File: src/rtl/vie_pkg.sv
package vie_pkg;
  localparam int XLEN   = 32;
  localparam int SET_W  = 6;
  localparam int LVL_W  = 6;
  localparam int SEL_W  = 5;

  localparam int PIE_B  = 0;
  localparam int U_B    = 1;
  localparam int EH_B   = 2;
  localparam int IH_B   = 3;
  localparam int IL_LO  = 4;
  localparam int CRS_LO = IL_LO + LVL_W;
  localparam int PRS_LO = CRS_LO + SET_W;
  localparam int NMI_B  = PRS_LO + SET_W;
  localparam int RSIE_B = NMI_B + 1;
  localparam int SRS_B  = XLEN - 1;

  localparam logic [SEL_W-1:0] SEL_SSTATUS = 5'd30;
  localparam logic [SEL_W-1:0] SEL_RETADDR = 5'd29;

  typedef enum logic [1:0] {
    SV_IDLE = 2'd0,
    SV_STAT = 2'd1,
    SV_RET  = 2'd2
  } save_state_e;

  function automatic logic [SET_W-1:0] crs_of(input logic [XLEN-1:0] s);
    return s[CRS_LO +: SET_W];
  endfunction

  function automatic logic [XLEN-1:0] entry_status(
    input logic [XLEN-1:0]  old_s,
    input logic [SET_W-1:0] set_n,
    input logic [LVL_W-1:0] lvl,
    input logic             nmi
  );
    logic [XLEN-1:0] s;
    s = old_s;
    s[CRS_LO +: SET_W] = set_n;
    s[IL_LO  +: LVL_W] = lvl;
    s[NMI_B]  = nmi;
    s[RSIE_B] = 1'b0;
    s[U_B]    = 1'b0;
    s[IH_B]   = 1'b1;
    if (!old_s[EH_B]) s[PRS_LO +: SET_W] = old_s[CRS_LO +: SET_W];
    return s;
  endfunction

  function automatic logic [XLEN-1:0] saved_copy(
    input logic [XLEN-1:0]  old_s,
    input logic [SET_W-1:0] set_n
  );
    logic [XLEN-1:0] s;
    s = old_s;
    if (set_n != old_s[CRS_LO +: SET_W]) s[SRS_B] = 1'b1;
    return s;
  endfunction
endpackage

File: src/rtl/vie_entry_calc.sv
module vie_entry_calc
  import vie_pkg::*;
(
  input  logic [XLEN-1:0]  old_status,
  input  logic [SET_W-1:0] req_set,
  input  logic [LVL_W-1:0] req_level,
  input  logic             req_nmi,
  output logic [XLEN-1:0]  new_status,
  output logic [XLEN-1:0]  save_status,
  output logic             estatus_wr,
  output logic             set_switch
);
  always_comb begin
    new_status  = entry_status(old_status, req_set, req_level, req_nmi);
    save_status = saved_copy(old_status, req_set);
    estatus_wr  = ~old_status[EH_B];
    set_switch  = (req_set != crs_of(old_status));
  end


  handler_bit_chk: assert final (new_status[IH_B] && !new_status[U_B] && !new_status[RSIE_B]);

  switch_flag_chk: assert final (!set_switch || save_status[SRS_B]);
endmodule

File: src/rtl/vie_save_seq.sv
module vie_save_seq
  import vie_pkg::*;
(
  input  logic             clk,
  input  logic             rst_n,
  input  logic             start,
  input  logic [SET_W-1:0] dst_set,
  input  logic [XLEN-1:0]  old_status,
  input  logic [XLEN-1:0]  old_pc,
  output logic             busy,
  output logic             wr_en,
  output logic [SET_W-1:0] wr_set,
  output logic [SEL_W-1:0] wr_sel,
  output logic [XLEN-1:0]  wr_data
);
  save_state_e       st_q;
  logic [SET_W-1:0]  set_q;
  logic [XLEN-1:0]   stat_q;
  logic [XLEN-1:0]   pc_q;

  always_ff @(posedge clk or negedge rst_n) begin
    if (!rst_n) begin
      st_q   <= SV_IDLE;
      set_q  <= '0;
      stat_q <= '0;
      pc_q   <= '0;
    end else begin
      unique case (st_q)
        SV_IDLE: if (start) begin
          st_q   <= SV_STAT;
          set_q  <= dst_set;
          stat_q <= old_status;
          pc_q   <= old_pc;
        end
        SV_STAT: st_q <= SV_RET;
        SV_RET:  st_q <= SV_IDLE;
        default: st_q <= SV_IDLE;
      endcase
    end
  end

  always_comb begin
    busy    = (st_q != SV_IDLE);
    wr_en   = busy;
    wr_set  = set_q;
    wr_sel  = (st_q == SV_RET) ? SEL_RETADDR : SEL_SSTATUS;
    wr_data = (st_q == SV_RET) ? pc_q : stat_q;
  end


  ret_follows_stat_chk: assert property (@(posedge clk) disable iff (!rst_n)
    (st_q == SV_STAT) |=> (wr_en && wr_sel == SEL_RETADDR && $stable(wr_set)));

  idle_after_ret_chk: assert property (@(posedge clk) disable iff (!rst_n)
    (st_q == SV_RET) |=> !wr_en);

  stat_first_chk: assert property (@(posedge clk) disable iff (!rst_n)
    (start && !busy) |=> (wr_en && wr_sel == SEL_SSTATUS && wr_set == $past(dst_set)));
endmodule

File: src/rtl/vec_irq_entry.sv
module vec_irq_entry
  import vie_pkg::*;
#(
  parameter logic [XLEN-1:0] RESET_PC = 32'h0000_0100
)(
  input  logic             clk,
  input  logic             rst_n,
  input  logic             req_valid,
  output logic             req_ready,
  input  logic [SET_W-1:0] req_set,
  input  logic [LVL_W-1:0] req_level,
  input  logic             req_nmi,
  input  logic [XLEN-1:0]  req_handler,
  input  logic             core_st_we,
  input  logic [XLEN-1:0]  core_st_data,
  input  logic             core_pc_we,
  input  logic [XLEN-1:0]  core_pc_data,
  output logic [XLEN-1:0]  status_o,
  output logic [XLEN-1:0]  estatus_o,
  output logic [XLEN-1:0]  pc_o,
  output logic [SET_W-1:0] act_set_o,
  output logic             shd_we_o,
  output logic [SET_W-1:0] shd_set_o,
  output logic [SEL_W-1:0] shd_sel_o,
  output logic [XLEN-1:0]  shd_data_o
);
  logic [XLEN-1:0]  status_q, estatus_q, pc_q;
  logic [SET_W-1:0] act_set_q;
  logic             accept, save_busy;
  logic [XLEN-1:0]  new_status, save_status;
  logic             estatus_wr, set_switch;

  assign req_ready = ~save_busy & ~core_st_we & ~core_pc_we;
  assign accept    = req_valid & req_ready;

  vie_entry_calc u_calc (
    .old_status  (status_q),
    .req_set     (req_set),
    .req_level   (req_level),
    .req_nmi     (req_nmi),
    .new_status  (new_status),
    .save_status (save_status),
    .estatus_wr  (estatus_wr),
    .set_switch  (set_switch)
  );

  vie_save_seq u_save (
    .clk        (clk),
    .rst_n      (rst_n),
    .start      (accept),
    .dst_set    (req_set),
    .old_status (save_status),
    .old_pc     (pc_q),
    .busy       (save_busy),
    .wr_en      (shd_we_o),
    .wr_set     (shd_set_o),
    .wr_sel     (shd_sel_o),
    .wr_data    (shd_data_o)
  );

  always_ff @(posedge clk or negedge rst_n) begin
    if (!rst_n) begin
      status_q  <= '0;
      estatus_q <= '0;
      pc_q      <= RESET_PC;
      act_set_q <= '0;
    end else if (accept) begin
      status_q  <= new_status;
      act_set_q <= req_set;
      pc_q      <= req_handler;
      if (estatus_wr) estatus_q <= status_q;
    end else begin
      if (core_st_we) begin
        status_q  <= core_st_data;
        act_set_q <= crs_of(core_st_data);
      end
      if (core_pc_we) pc_q <= core_pc_data;
    end
  end

  assign status_o  = status_q;
  assign estatus_o = estatus_q;
  assign pc_o      = pc_q;
  assign act_set_o = act_set_q;


  act_set_tracks_chk: assert property (@(posedge clk) disable iff (!rst_n)
    act_set_q == status_q[CRS_LO +: SET_W]);

  handler_pc_chk: assert property (@(posedge clk) disable iff (!rst_n)
    accept |=> (pc_q == $past(req_handler)));

  fields_loaded_chk: assert property (@(posedge clk) disable iff (!rst_n)
    accept |=> (status_q[CRS_LO +: SET_W] == $past(req_set) &&
                status_q[IL_LO +: LVL_W] == $past(req_level) &&
                status_q[NMI_B] == $past(req_nmi)));

  estatus_hold_chk: assert property (@(posedge clk) disable iff (!rst_n)
    (accept && status_q[EH_B]) |=> $stable(estatus_q));

  busy_blocks_chk: assert property (@(posedge clk) disable iff (!rst_n)
    shd_we_o |-> !req_ready);
endmodule

File: config.mk
export PLATFORM = sky130hd
export DESIGN_NAME = vec_irq_entry
export DESIGN_NICKNAME = d
export VERILOG_FILES = /design/src/rtl/vie_pkg.sv /design/src/rtl/vie_entry_calc.sv /design/src/rtl/vie_save_seq.sv /design/src/rtl/vec_irq_entry.sv
export SDC_FILE = /design/constraint.sdc
export NUM_CORES = 1
export LEC_CHECK = 0
export ABC_AREA = 1
export CORE_ASPECT_RATIO = 0.5
export CORE_MARGIN = 5
export CORE_UTILIZATION = 45
export CTS_BUF_LIST = sky130_fd_sc_hd__clkbuf_4
export CTS_CLUSTER_DIAMETER = 80
export DETAILED_ROUTE_END_ITERATION = 8
export PLACE_DENSITY = 0.85
export SYNTH_ARGS = -nofsm -noshare
export SYNTH_HDL_FRONTEND = slang
export SYNTH_SLANG_ARGS = --single-unit
File: constraint.sdc
create_clock -name clk -period 2.09 [get_ports clk]
set_input_delay 0.418 -clock clk [delete_from_list [all_inputs] [get_ports clk]]
set_output_delay 0.418 -clock clk [all_outputs]
set_load 0.01 [all_outputs]
Word level (Yosys, flattened, before mapping)
Index checks and enable logic that the tools add are counted.
- flip-flop bits (word level): 173
- input port bits: 114
- output and inout bits: 147
- logic and storage cells: 43
- equality and inequality tests: 5
- mux-type cells: 12
- bitwise gates (word level): 8
- reduce and logical (&&, ||, !) cells: 8
- operator list (cell ; number):
    32-bit two-way mux ; 3
    24-bit two-way mux ; 2
    6-bit two-way mux ; 3
    2-bit AND reduction ; 4
    6-bit != test ; 1
    2-bit nonzero test ; 3
    1-bit NOT ; 5
    2-bit two-way mux ; 2
    2-bit != test (second input constant) ; 2
    2-bit one-hot mux with 2 select lines ; 1
    1-bit bitwise AND ; 3
    2-bit by 1-bit equality test with 1-bit output (second input constant) ; 1
    2-bit equality test (second input constant) ; 1
    2-bit zero test ; 1
    1-bit two-way mux ; 1

Logic depth before layout (Yosys ltp)
- depth in word-level cells: 7
- depth in mapped cells: 9

Cells and area by module
From an unflattened synthesis, not the netlist that was laid out.
- cell total of the unflattened synthesis: 1057
- area total of the unflattened synthesis: 8518.2 µm²
- modules (own cells, without submodules) (module ; times used ; cells each ; area each (µm²)):
    vec_irq_entry ; 1 ; 532 ; 4584.4
    vie_save_seq ; 1 ; 419 ; 3300.7
    vie_entry_calc ; 1 ; 106 ; 633.1

Worst setup path before layout
OpenSTA, ideal clock, no wires.
- path kind: reg2out
- start: register u_save.st_q[0]
- end: output port shd_data_o[15]
- arrival time: 1161 ps
- setup slack: 511 ps
- stages on the path, launching flop included: 6
- path buffers: 1
- cell sequence: dfrtp_1 nor2_2 clkinv_1 clkbuf_1 nand2_1 nand2_1
- longest elaborated chain between the ends: 2
- ends and longest elaborated chain (item ; line ; RTL):
    start: declaration ; vie_save_seq.sv:16 ; save_state_e st_q;
    start signal: assignment ; vie_save_seq.sv:23 ; st_q <= SV_IDLE;
    start signal: assignment ; vie_save_seq.sv:30 ; st_q <= SV_STAT;
    start signal: assignment ; vie_save_seq.sv:35 ; SV_STAT: st_q <= SV_RET;
    2-bit equality test ; vie_save_seq.sv:47 ; wr_data = (st_q == SV_RET) ? pc_q : stat_q;
    32-bit two-way mux ; vie_save_seq.sv:47 ;
    end: declaration ; vec_irq_entry.sv:25 ; output logic [XLEN-1:0] shd_data_o
No other way between the ends.

Worst setup path after layout
- start: register u_save.st_q[0]
- end: output port shd_data_o[10]
The elaborated chain is that of the path after synthesis.

==> impl_metrics.tcl <==
set metrics [dict create \
    status "finished, violations left" \
    violations "negative setup slack" \
    async_reset_ff_frac 1.00 \
    grt_pass1_wl_um 37000 \
    antenna_cells 0 \
    syn_avg_cell_area_um2 8.83 \
    antenna_found_initial 0 \
    vdd_drop_max_mv 0.377 \
    root_buffer "clkbuf_4" \
    yosys_most_used_dff "dfrtp_1" \
    num_rows 33 \
    seq_area_frac_synth 0.565 \
    gp_congestion 0.939 \
    switching_share 0.316 \
    reg2reg_from "u_save.st_q[0]" \
    core_area_um2 16600 \
    power_leakage_nw 5.23 \
    cts_tree "built" \
    worstPathMaxFanout 7 \
    maxSlewViolCount 0 \
    register_area_um2 4330 \
    finalInstanceArea_um2 10900 \
    clk_path_buf_depth 2 \
    clk_latency_ps 550 \
    die_w_um 195 \
    syn_inst 869 \
    min_path_type "input port to async pin" \
    ff2ff_path_depth 10 \
    slew_headroom 0.650 \
    drive_above_1_share 0.166 \
    ios 261 \
    vias_per_cell 5.03 \
    endpoint_kind "output port" \
    grt_pass1_vias 6917 \
    startpoint_type "register" \
    setup_viol 23 \
    ys_ff_latch 173 \
    start_util 0.463 \
    fin_crit_sh 1.06 \
    crit_type "register to output port" \
    grt_start_max_net_pins 56 \
    fmax_mhz 451 \
    clkSinkCount 173 \
    power.density_nw_per_um2 820 \
    p_sw_mw 2.81 \
    crit_start "u_save.st_q[0]" \
    rsz0062_at_grt "yes" \
    finalClockSkew_ps 21.4 \
    wl_um 24100 \
    internal-power_mw 6.08 \
    fillers 1307 \
    yosys.area.top_type "dfrtp_1" \
    drv_cap 0 \
    finalWorstSetupSlack_ps -126 \
    worst_slew_pin_slew_ps 525 \
    detail_route.first_pass.iterations 5 \
    syn2layout_area_growth_pct 41.5 \
    dp_hpwl_um 17700 \
    clock_power_share 0.223 \
    yosysMostFrequentCell "nand2_1" \
    netlist_area_um2 7670 \
    crit_arrival_ps 1800 \
    io_buffer_count 256 \
    synth_common_cells "nand2_1 (327), dfrtp_1 (172), o21ai_0 (87)" \
    seqPwrFrac 0.482 \
    rrSetupSlack_ps 320 \
    fin_nets 1218 \
    drc_errors 0 \
    multiInputGateArea_um2 2660 \
    synth_top_area_frac 0.561 \
    clkSlewWorstSetupHoldPaths_ps 140 \
    pwr-share-comb 0.295 \
    dieArea_um2 19900 \
    r2r_end "estatus_o[5]" \
    final-hold-violation-count 0 \
    drt_iter0_markers 508 \
    synth_edf_count 0 \
    antenna_left 0 \
    finalSetupTns_ps -722 \
    netlist-cell-type-count 23 \
    vias 6761 \
    period_needed_ps 2220 \
    numCtsBuffers 17 \
    synth_area_leaders "dfrtp_1 (56%), nand2_1 (16%), o21ai_0 (5.7%), inv_1 (4.1%), o211ai_1 (3.9%)" \
    dieHeight_um 102 \
    crit_required_ps 1670 \
    htreeDepth 4 \
    yosys_warnings 0 \
    pre_cts_slack_ps -112 \
    wl_per_cell_um 17.9 \
    grt-ovfl-total 0 \
    placed_area_um2 10300 \
    track_usage 0.237 \
]
==> placed cells by master, fill, tap and decap left out, drive strengths merged, types with 2 or more instances in the layout <==
cell	count
o211ai	40
clkdlybuf4s15	2
clkbuf	19
nor2	18
clkdlybuf4s50	217
nand2	329
conb	4
buf	73
clkinvlp	3
o21ai	126
bufinv	3
clkinv	6
inv	86
dfrtp	172
a21oi	7
nand3	8
==> per-stage QoR <==
stage,util,total power [mW],instances,hold slack (ps)
final,0.656,8.90,1343,393
after global routing,0.656,9.35,1343,399
after CTS,0.646,8.84,1343,361
after detailed placement,0.623,6.90,1302,413
after global placement,0.623,6.80,1302,409
after floorplan,-,5.37,871,122
==> per-layer routing <==
layer	routed length (um)	vias up	GRT usage
met1	10100	3259	0.306
met2	11600	266	0.395
met3	1460	68	0.0481
met5	0	-	0
li1	-	3168	-
met4	946	0	0.110
==> critical path, cell delays in order, from the launching register on <==
cell     delay (ps)
dfrtp_1         440
nor2_4          210
buf_6           150
buf_8           140
nand2_2          50
o21ai_1         100
buf_2           180
==> layout make-up <==
cell class                 instances  area share
timing repair buffer             294       0.273
inverter                          86      0.0300
clock buffer                      19      0.0131
multi-input combinational        532       0.245
clock inverter                    12      0.0136
sequential                       173       0.399
tap                              227      0.0262
==> worst max-delay path by stage <==
| stage | endpoint | slack (ps) | cells past startpoint |
|---|---|---|---|
| 2_1_floorplan | shd_data_o[15] | 510 | 5 |
| 3_3_place_gp | req_ready | -90 | 6 |
| 3_5_place_dp | req_ready | -110 | 6 |
| 4_1_cts | shd_data_o[15] | -150 | 8 |
| 5_1_grt | shd_data_o[10] | -230 | 6 |
| 6_report | shd_data_o[10] | -130 | 6 |
==> cells by family (layout without fill, tap and decap cells) <==
logic type | count (synthesis) | after routing | synth area share
compound gates | 173 | 173 | 0.141
other cells | 2 | 4 | 0.000979
buf+inv | 166 | 411 | 0.111
flops | 173 | 173 | 0.565
simple gates | 355 | 355 | 0.182
==> flip-flops by register name (all words and copies together), names as in the netlist <==
signal and cells:
act_set_o 6, estatus_o 31, pc_o 32, status_o 32, u_save.pc_q 32, u_save.st_q 2
u_save.stat_q 32, u_save.wr_set 6
==> power by group through the flow <==
stage,clock network (mW),registers (mW),logic (mW)
final,1.99,4.29,2.62
after global routing,2.17,4.35,2.84
after CTS,2.03,4.25,2.56
after detailed placement,0,4.31,2.59
after global placement,0,4.29,2.51
after floorplan,0,4.35,1.02
==> repair_timing <==
action | CTS | global route
setup buffers | 7 | 2
hold endpoints to repair | 46 | 0
hold buffers | 1 | 0
pin swaps | 3 | 14
resized for setup | 178 | 57
setup endpoints to repair | 37 | 36
cloned | 2 | 0
No activity file was read; power rests on OpenSTA's default activity.
